===== src/rtl/wake_src_pkg.sv =====
package wake_src_pkg;
  typedef enum logic [1:0] {
    SENSE_OFF  = 2'b00,
    SENSE_HIGH = 2'b01,
    SENSE_LOW  = 2'b10,
    SENSE_BOTH = 2'b11
  } sense_e;

  localparam int SENSE_W = 2;
endpackage


===== src/rtl/wake_sync.sv =====
module wake_sync #(
  parameter int W      = 4,
  parameter int STAGES = 2
) (
  input  logic         clk,
  input  logic         rst_n,
  input  logic [W-1:0] d_in,
  output logic [W-1:0] q_out
);
  logic [W-1:0] stg_q [STAGES];
  logic [W-1:0] stg_d [STAGES];

  always_comb begin
    stg_d[0] = d_in;
    for (int i = 1; i < STAGES; i++) stg_d[i] = stg_q[i-1];
  end

  always_ff @(posedge clk or negedge rst_n) begin
    if (!rst_n) begin
      for (int i = 0; i < STAGES; i++) stg_q[i] <= '0;
    end else begin
      for (int i = 0; i < STAGES; i++) stg_q[i] <= stg_d[i];
    end
  end

  assign q_out = stg_q[STAGES-1];
endmodule


===== src/rtl/wake_detect.sv =====
module wake_detect
  import wake_src_pkg::*;
#(
  parameter  int N_IN   = 4,
  parameter  int GRP_SZ = 2,
  localparam int N_GRP  = N_IN / GRP_SZ,
  localparam int CFG_W  = N_GRP * SENSE_W
) (
  input  logic            clk,
  input  logic            rst_n,
  input  logic [CFG_W-1:0] cfg,
  input  logic [N_IN-1:0] lvl,
  output logic [N_IN-1:0] hit
);
  logic [N_IN-1:0] prev_q;
  logic [N_IN-1:0] prev_d;

  assign prev_d = lvl;

  always_ff @(posedge clk or negedge rst_n) begin
    if (!rst_n) prev_q <= '0;
    else        prev_q <= prev_d;
  end

  for (genvar g = 0; g < N_IN; g++) begin : g_in
    localparam int GRP = g / GRP_SZ;
    sense_e mode;
    assign mode = sense_e'(cfg[GRP*SENSE_W +: SENSE_W]);
    always_comb begin
      case (mode)
        SENSE_HIGH: hit[g] = lvl[g];
        SENSE_LOW:  hit[g] = ~lvl[g];
        SENSE_BOTH: hit[g] = lvl[g] ^ prev_q[g];
        default:    hit[g] = 1'b0;
      endcase
    end
  end
endmodule


===== src/rtl/wake_latch.sv =====
module wake_latch #(
  parameter int N_IN = 4
) (
  input  logic            clk,
  input  logic            rst_n,
  input  logic            low_power,
  input  logic            stop_mode,
  input  logic            wdog_tmo,
  input  logic            rd_strobe,
  input  logic            mode_ack,
  input  logic [N_IN-1:0] hit,
  output logic [N_IN-1:0] flags,
  output logic            src_valid,
  output logic            wake_req
);
  logic [N_IN-1:0] flags_q, flags_d, hit_lp;
  logic            valid_q, valid_d, req_q, req_d, any_hit;

  assign hit_lp  = low_power ? hit : '0;
  assign any_hit = |hit_lp;

  always_comb begin
    flags_d = flags_q;
    valid_d = valid_q;
    req_d   = req_q;
    if (rd_strobe && valid_q) begin
      flags_d = '0;
      valid_d = 1'b0;
    end
    if (wdog_tmo && stop_mode && valid_q) flags_d = '0;
    if (mode_ack) req_d = 1'b0;
    flags_d = flags_d | hit_lp;
    if (any_hit) begin
      valid_d = 1'b1;
      req_d   = 1'b1;
    end
  end

  always_ff @(posedge clk or negedge rst_n) begin
    if (!rst_n) begin
      flags_q <= '0;
      valid_q <= 1'b0;
      req_q   <= 1'b0;
    end else begin
      flags_q <= flags_d;
      valid_q <= valid_d;
      req_q   <= req_d;
    end
  end

  assign flags     = flags_q;
  assign src_valid = valid_q;
  assign wake_req  = req_q;


  req_rise_chk: assert property (@(posedge clk) disable iff (!rst_n)
    $rose(wake_req) |-> $past(low_power));

  req_hold_chk: assert property (@(posedge clk) disable iff (!rst_n)
    (wake_req && !mode_ack) |=> wake_req);

  read_clear_chk: assert property (@(posedge clk) disable iff (!rst_n)
    (rd_strobe && !any_hit) |=> !src_valid);

  wdog_clear_chk: assert property (@(posedge clk) disable iff (!rst_n)
    (wdog_tmo && stop_mode && src_valid && !any_hit) |=> (flags == '0));
endmodule


===== src/rtl/wake_src_reg.sv =====
module wake_src_reg
  import wake_src_pkg::*;
#(
  parameter  int N_IN     = 4,
  parameter  int GRP_SZ   = 2,
  parameter  int SYNC_STG = 2,
  localparam int CFG_W    = (N_IN / GRP_SZ) * SENSE_W
) (
  input  logic             clk,
  input  logic             rst_n,
  input  logic [N_IN-1:0]  lx_raw,
  input  logic             low_power,
  input  logic             stop_mode,
  input  logic             wdog_tmo,
  input  logic             mode_ack,
  input  logic             cfg_wr,
  input  logic [CFG_W-1:0] cfg_wdata,
  output logic [CFG_W-1:0] cfg_rdata,
  input  logic             rd_strobe,
  output logic [N_IN-1:0]  status,
  output logic             wake_req
);
  logic [CFG_W-1:0] cfg_q, cfg_d;
  logic [N_IN-1:0]  lvl_s, hit, flags;
  logic             src_valid;

  always_comb begin
    cfg_d = cfg_q;
    if (cfg_wr) cfg_d = cfg_wdata;
  end

  always_ff @(posedge clk or negedge rst_n) begin
    if (!rst_n) cfg_q <= '0;
    else        cfg_q <= cfg_d;
  end

  wake_sync #(.W(N_IN), .STAGES(SYNC_STG)) u_sync (
    .clk(clk), .rst_n(rst_n), .d_in(lx_raw), .q_out(lvl_s));

  wake_detect #(.N_IN(N_IN), .GRP_SZ(GRP_SZ)) u_det (
    .clk(clk), .rst_n(rst_n), .cfg(cfg_q), .lvl(lvl_s), .hit(hit));

  wake_latch #(.N_IN(N_IN)) u_latch (
    .clk(clk), .rst_n(rst_n), .low_power(low_power), .stop_mode(stop_mode),
    .wdog_tmo(wdog_tmo), .rd_strobe(rd_strobe), .mode_ack(mode_ack),
    .hit(hit), .flags(flags), .src_valid(src_valid), .wake_req(wake_req));

  assign cfg_rdata = cfg_q;
  assign status    = src_valid ? flags : lvl_s;


  cfg_write_chk: assert property (@(posedge clk) disable iff (!rst_n)
    cfg_wr |=> (cfg_rdata == $past(cfg_wdata)));

  cfg_hold_chk: assert property (@(posedge clk) disable iff (!rst_n)
    !cfg_wr |=> $stable(cfg_rdata));
endmodule


===== config.mk =====
export PLATFORM = sky130hd
export DESIGN_NAME = wake_src_reg
export DESIGN_NICKNAME = d
export VERILOG_FILES = /design/src/rtl/wake_src_pkg.sv /design/src/rtl/wake_sync.sv /design/src/rtl/wake_detect.sv /design/src/rtl/wake_latch.sv /design/src/rtl/wake_src_reg.sv
export SDC_FILE = /design/constraint.sdc
export NUM_CORES = 1
export LEC_CHECK = 0
export ABC_AREA = 1
export CORE_MARGIN = 5
export CORE_UTILIZATION = 48
export CTS_CLUSTER_SIZE = 30
export DETAILED_ROUTE_END_ITERATION = 16
export PLACE_DENSITY = 0.81
export SYNTH_ARGS = -nofsm -noshare
export SYNTH_HDL_FRONTEND = slang
export SYNTH_SLANG_ARGS = --single-unit

===== constraint.sdc =====
create_clock -name clk -period 1.45 [get_ports clk]
set_input_delay 0.29 -clock clk [delete_from_list [all_inputs] [get_ports clk]]
set_output_delay 0.29 -clock clk [all_outputs]
set_load 0.05 [all_outputs]

==> metrics.txt, run 1 <==
status=complete, but fails checks; failing checks=negative setup slack; sequential power share=43.7%; final std cells w/o fill=129; NetSw=545 uW; worst-path maximum fanout=6; commonest non-fill, non-tap cell in the layout=nand2_1; number of global-route vias before repair=699; largest net degree at the start of global routing=23; internal power=1.12 mW; area grow syn2layout=55.6%; hold_buf cts=0; IO Count=25; max_slew headroom=81.9%; unrepaired setup endpoints after global routing=true; sw frac=32.8%; maximum vdd drop=0.819 mV; worst setup path end=status[3]; share of post-route cells with drive strength above 1=24.1%; Synth Instances=82; CTS buffer count=3; Synth Cell Area=837 um2; CP max stage delay=0.43 ns; Nets=129; Clock Latency Late Sink=0.30 ns; FF-to-FF Start=cfg_rdata[1]; Yosys warnings=0; GRT overflow=0; Fin. Hold Viols=0; placed instance count=123; Final Max Slew Viols=0; FF-to-FF path depth=7; Root Driver=clkbuf_4; Max Fclk=0.681 GHz; first-pass GRT wire length=3030 um; total wire length=1710 um; Mapped Nets=98; Pre-Repair DR Iteration Count=4; DRC=0; Via density=5.22; Max Buffers Root-to-Sink=2; Tot GR Track Use=15.3%; HP Class=in -> async; Critical Path Source Type=flop; Worst Skew=0.00471 ns; Leak=0.613 nW; #FFs+latches synth=22; post-route cell area=0.00130 mm2; row cnt=15; kind of cell adding the most delay to the critical path=flip-flops; Setup crit end kind=primary output; full die area=0.00268 mm2; Die H=51.8 um; part of the power in combinational logic=36.8%; Initial Util=49.6%; CTS sink cnt=22; final period demand of the worst path=1.47 ns; post-DR wirelength/cell=13.3 um; critical path arrival=1.18 ns; count of cell types in the netlist=10; Power, Total=1.66 mW; CP required=1.16 ns; critical setup path kind=reg -> out; Post-Place Cell Area=0.00119 mm2; DRT iter0 DRCs=2; worst-margin pin slew=0.272 ns; pwr dens=1280 mW/mm2; CP startpoint=u_latch.src_valid; initial antenna violation count=0; Antenna diodes=0; RD Place Congestion=0.799; flop2flop setup slack=0.31 ns; DPL Wire Length=1260 um; worst-path cell chain=buf_6, o21ai_4, buf_12; core area=0.00169 mm2; final-report setup violation count=4; port buffer count=24; Buf/Inv on CP=2; Avg Inst Size Synth=10.2 um2; clock share of power=19.5%; Final TNS setup=-0.0604 ns; capturing point of the worst reg2reg path=u_latch.wake_req; vias post-DR=673; post-synthesis sequential area ratio=65.8%; most frequent cells in the layout=27 x nand2_1, 21 x dfrtp_1, 15 x clkdlybuf4s50_1; Reg clk slew, reported paths=0.12 ns; fin crit share=101%; Worst path depth=3; antenna-violating nets left=0; H-tree depth=1; MaxCap Viol Count=0; Die Wd=51.8 um; CTS tree=yes; worst setup margin=-0.0188 ns; Worst path slowest cell=dfrtp_2
-- through the flow --
| stage | util, % | hold slack [ns] | worst slack [ns] |
|---|---|---|---|
| after floorplan | - | -0.00559 | -0.0743 |
| after global placement | 70.5 | 0.332 | 0.158 |
| after detailed placement | 70.5 | 0.337 | 0.105 |
| after CTS | 77.1 | 0.327 | -0.0189 |
| after global routing | 77.1 | 0.366 | -0.0765 |
| final | 77.1 | 0.336 | -0.0188 |
-- cell type report --
type	instances	area, um2
Clock buffer	4	36.3
Fill cell	122	387
Inverter	6	22.5
Multi-Input combinational cell	53	314
Sequential cell	22	552
Tap cell	17	21.3
Timing Repair Buffer	27	357
-- power by group through the flow --
stage	Combinational (mW)	Clock, mW	Sequential (mW)
2_1_floorplan	0.218	0	0.769
3_3_place_gp	0.521	0	0.737
3_5_place_dp	0.531	0	0.742
4_1_cts	0.615	0.336	0.725
5_1_grt	0.647	0.362	0.735
6_report	0.612	0.324	0.726
-- Yosys cell counts --
library cell,instances,area share [%]
nand2_1,31,14
dfrtp_1,22,66
o21ai_1,8,4.8
nand3_1,7,4.2
inv_1,6,2.7
mux2_1,4,5.4
and3_1,1,0.75
buf_2,1,0.60
nand3_2,1,1.2
nor2_2,1,0.75
-- repair_timing --
action                                  4_1_cts  5_1_grt
endpoints found under the setup margin        4        4
buffers inserted                              2        0
gates resized for setup                      16        0
pin swaps                                     4        0
-- registers in the layout, indices dropped and copies added (netlist names) --
signal             flops
cfg_rdata              4
u_det.prev_q           4
u_latch.flags          4
u_latch.src_valid      1
u_latch.wake_req       1
u_sync.q_out           4
u_sync.stg_d           4
-- kinds of logic (layout without fill, tap and decap cells) --
logic type / after synthesis / in the layout / share of synthesized area, %
AND/OR/NAND/NOR: 41 / 41 / 20.8
buffers and inverters: 7 / 37 / 3.29
AO/OA/AOI/OAI: 8 / 8 / 4.78
flip-flops: 22 / 22 / 65.8
multiplexers: 4 / 4 / 5.38
-- worst min-delay path by stage --
stage                                   to  slack, ns  depth (start not counted)
after floorplan               cfg_rdata[0]     -0.006                          0
after global placement     u_sync.q_out[1]       0.33                          0
after detailed placement   u_sync.q_out[2]       0.34                          0
after CTS                 u_latch.flags[3]       0.33                          2
after global routing      u_latch.flags[3]       0.37                          2
final                     u_latch.flags[2]       0.34                          2
-- per-layer routing --
metal	routed length (um)	GRT usage, %	vias to the layer above
met1	625	17.3	323
met4	14	6.55	0
li1	-	-	324
met3	160	2.87	2
met2	909	28.0	24
met5	0	0	-
(Power assumes the default switching activity.)
==> inputs of run 2 (changes only) <==
CORE_MARGIN = default   (was 5)
REMOVE_ABC_BUFFERS = 1   (was default)
SYNTH_HIERARCHICAL = 1   (was default)
==> run 2 against run 1 <==
  * The flow still finishes with violations (negative setup slack)
  * Clock skew shrank 0.0017 ns
  * Global-route usage grew 9.2 points
  * Via count increased by 22%
  * Core utilization is 0.91 points higher
  * Hold slack got worse by 0.029 ns
  * Critical path type unchanged
  * Largest cell class unchanged
==> metrics.txt, run 2 <==
post-synthesis sequential area ratio=63.1% (-2.6 points); core area=0.00171 mm2 (+1.1%); Root Driver=clkbuf_4; total wire length=2150 um (+26%); Power, Total=1.76 mW (+6.2%); clock share of power=26.4% (+6.9 points); FF-to-FF Start=cfg_rdata[3]; Via density=5.16 (-1.0%); worst-path maximum fanout=6 (unchanged); failing checks=negative setup slack; maximum vdd drop=1.03 mV (+25%); RD Place Congestion=0.768 (-3.9%); final period demand of the worst path=1.49 ns (+0.0256 ns); Die Wd=44.6 um (-14%); largest net degree at the start of global routing=23 (unchanged); final-report setup violation count=4 (unchanged); Avg Inst Size Synth=8.55 um2 (-16%); asr flop ratio synth=100% (unchanged); port buffer count=24 (unchanged); count of cell types in the netlist=7 (-3); final cell utilization of the core=78.0% (+0.91 points); fill count=109 (-11%); Max Buffers Root-to-Sink=2 (unchanged); Reg clk slew, reported paths=0.12 ns (about the same); initial antenna violation count=0 (unchanged); Max Fclk=0.669 GHz (-1.7%); Worst Skew=0.00300 ns (-0.00171 ns); Tot GR Track Use=24.5% (+9.2 points); area grow syn2layout=52.8%; Synth Instances=102 (+24%); unrepaired setup endpoints after global routing=true; CTS tree=yes; first-pass GRT wire length=3480 um (+15%); Nets=151 (+17%); largest cells by area after synthesis=dfrtp_1 63%, nand2_1 24%, nand3_1 5.7%; top-count cell post-synth=nand2_1; CTS sink cnt=22 (unchanged); Critical Path Source Type=flop; DRC=0 (unchanged); Synth Cell Area=872 um2 (+4.2%); placed instance count=152 (+24%); worst setup margin=-0.0444 ns (-0.0256 ns); Initial Util=51.1% (+1.5 points); Post-synth top cells=55 x nand2_1, 22 x dfrtp_1, 10 x inv_1, 10 x nand3_1; pwr dens=1320 mW/mm2 (+3.8%); Clock Latency Late Sink=0.31 ns (about the same); Final Max Slew Viols=0 (unchanged); storage element area=552 um2 (unchanged); Yosys top cell area share=63.1% (-2.6 points); vias post-DR=821 (+22%); Post-Place Cell Area=0.00124 mm2 (+4.2%); CP required=1.16 ns (about the same); CTS buffer count=3 (unchanged); capturing point of the worst reg2reg path=u_latch/src_valid; HP Class=in -> async; Yosys warnings=6 (+6); hold_ws=0.306 ns (-0.0294 ns); area of the multi-input gates=289 um2 (-8.0%); FF-to-FF path depth=7 (unchanged); Die H=44.6 um (-14%); Pre-Repair DR Iteration Count=4 (unchanged); number of global-route vias before repair=843 (+21%); CP max stage delay=0.49 ns (+0.06 ns); critical path arrival=1.20 ns (+0.02 ns); full die area=0.00199 mm2 (-26%); pre-CTS setup slack=0.180 ns (+0.0746 ns); Setup crit end kind=primary output; most frequent cells in the layout=50 x nand2_1, 21 x dfrtp_1, 15 x clkdlybuf4s50_1; fin crit share=103% (+1.8 points); post-DR wirelength/cell=13.5 um (+2.0%); sw frac=31.5% (-1.3 points); max_slew headroom=81.6% (-0.24 points); status=complete, but fails checks; internal power=1.21 mW (+8.3%); GRT overflow=0 (unchanged); EDFF count, synth=0 (unchanged); Worst path slowest cell=dfrtp_2; Final TNS setup=-0.121 ns (-0.0601 ns); sequential power share=41.6% (-2.1 points); Fin. Hold Viols=0 (unchanged); worst-path cell chain=inv_4, nand2_2, nand2_2, buf_12; #FFs+latches synth=22 (unchanged); row cnt=15 (unchanged); flop2flop setup slack=0.12 ns (-0.19 ns); Antenna diodes=0 (unchanged); DPL Wire Length=1430 um (+14%); Critical Path Most Common Cell=nand2_2; share of post-route cells with drive strength above 1=19.4% (-4.7 points); post-route cell area=0.00133 mm2 (+2.3%); worst-margin pin slew=0.275 ns (+0.00365 ns); part of the power in combinational logic=32.0% (-4.8 points); IO Count=25 (unchanged); NetSw=556 uW (+1.9%); antenna-violating nets left=0 (unchanged); H-tree depth=1 (unchanged); dominant synthesized flop cell=dfrtp_1; biggest area consumer among synthesized cells=dfrtp_1; final std cells w/o fill=159 (+23%); MaxCap Viol Count=0 (unchanged); critical setup path kind=reg -> out; commonest non-fill, non-tap cell in the layout=nand2_1; Leak=0.695 nW (+13%); DRT iter0 DRCs=49 (+47)
run 2: changes by cell type in the layout (fill, tap and decap cells not counted), moves of 2 or more:
cell,delta
nand3_1,+3
buf_4,+2
nand2_1,+23
o21ai_4,-4
o21ai_1,-2
mux2_1,-4
inv_1,+4
run 2: how the worst max path moves through the flow:
stage / startpoint / end / slack (ns) / depth (start not counted)
global placement: low_power / u_latch/wake_req / 0.24 / 3
floorplan: cfg_rdata[3] / u_latch/src_valid / 0.09 / 7
CTS: u_latch/src_valid / status[1] / -0.008 / 4
global route: u_latch/src_valid / status[1] / -0.08 / 4
finish: u_latch/src_valid / status[1] / -0.04 / 4
detailed placement: cfg_rdata[1] / u_latch/src_valid / 0.18 / 7
run 2: cell type report:
cell class,instances,share of cell area [%]
Timing Repair Buffer,28,27.0
Clock inverter,1,2.25
Multi-Input combinational cell,68,21.7
Sequential cell,22,41.4
Inverter,12,3.57
Tap cell,25,2.35
Clock buffer,3,1.69
run 2: cells by family after synthesis:
family | synth area share [%]
AOI/OAI and AO/OA | 1.15
and+or+nand+nor | 30.6
DFF | 63.1
buffers and inverters | 5.17
run 2: power by group through the flow:
stage | Combinational, mW | Clock (mW) | Sequential [mW]
2_1_floorplan | 0.203 | 0 | 0.769
3_3_place_gp | 0.502 | 0 | 0.736
3_5_place_dp | 0.513 | 0 | 0.743
4_1_cts | 0.553 | 0.476 | 0.729
5_1_grt | 0.591 | 0.503 | 0.740
6_report | 0.565 | 0.466 | 0.733
run 2: layer usage:
layer	GRT usage, %	part of all wire [%]	vias to the layer above	routed length [um]
met3	5.31	6.8	16	146
met2	40.6	50	49	1080
met5	0	0	-	0
met1	28.2	37	384	793
met4	17.0	6.0	0	129
li1	-	-	372	-
run 2: critical path: cells and delay by family, from the launching register on:
family	cells	cell delay (ns)
flip-flops	1	0.49
buffers and inverters	2	0.24
AND/OR/NAND/NOR	2	0.17
run 2: what timing repair did:
item	CTS	global route
pin swaps	0	1
endpoints found under the setup margin	4	4
buffers inserted	3	0
gates resized for setup	5	2
endpoints found under the hold margin	0	0
hold buffers	0	0
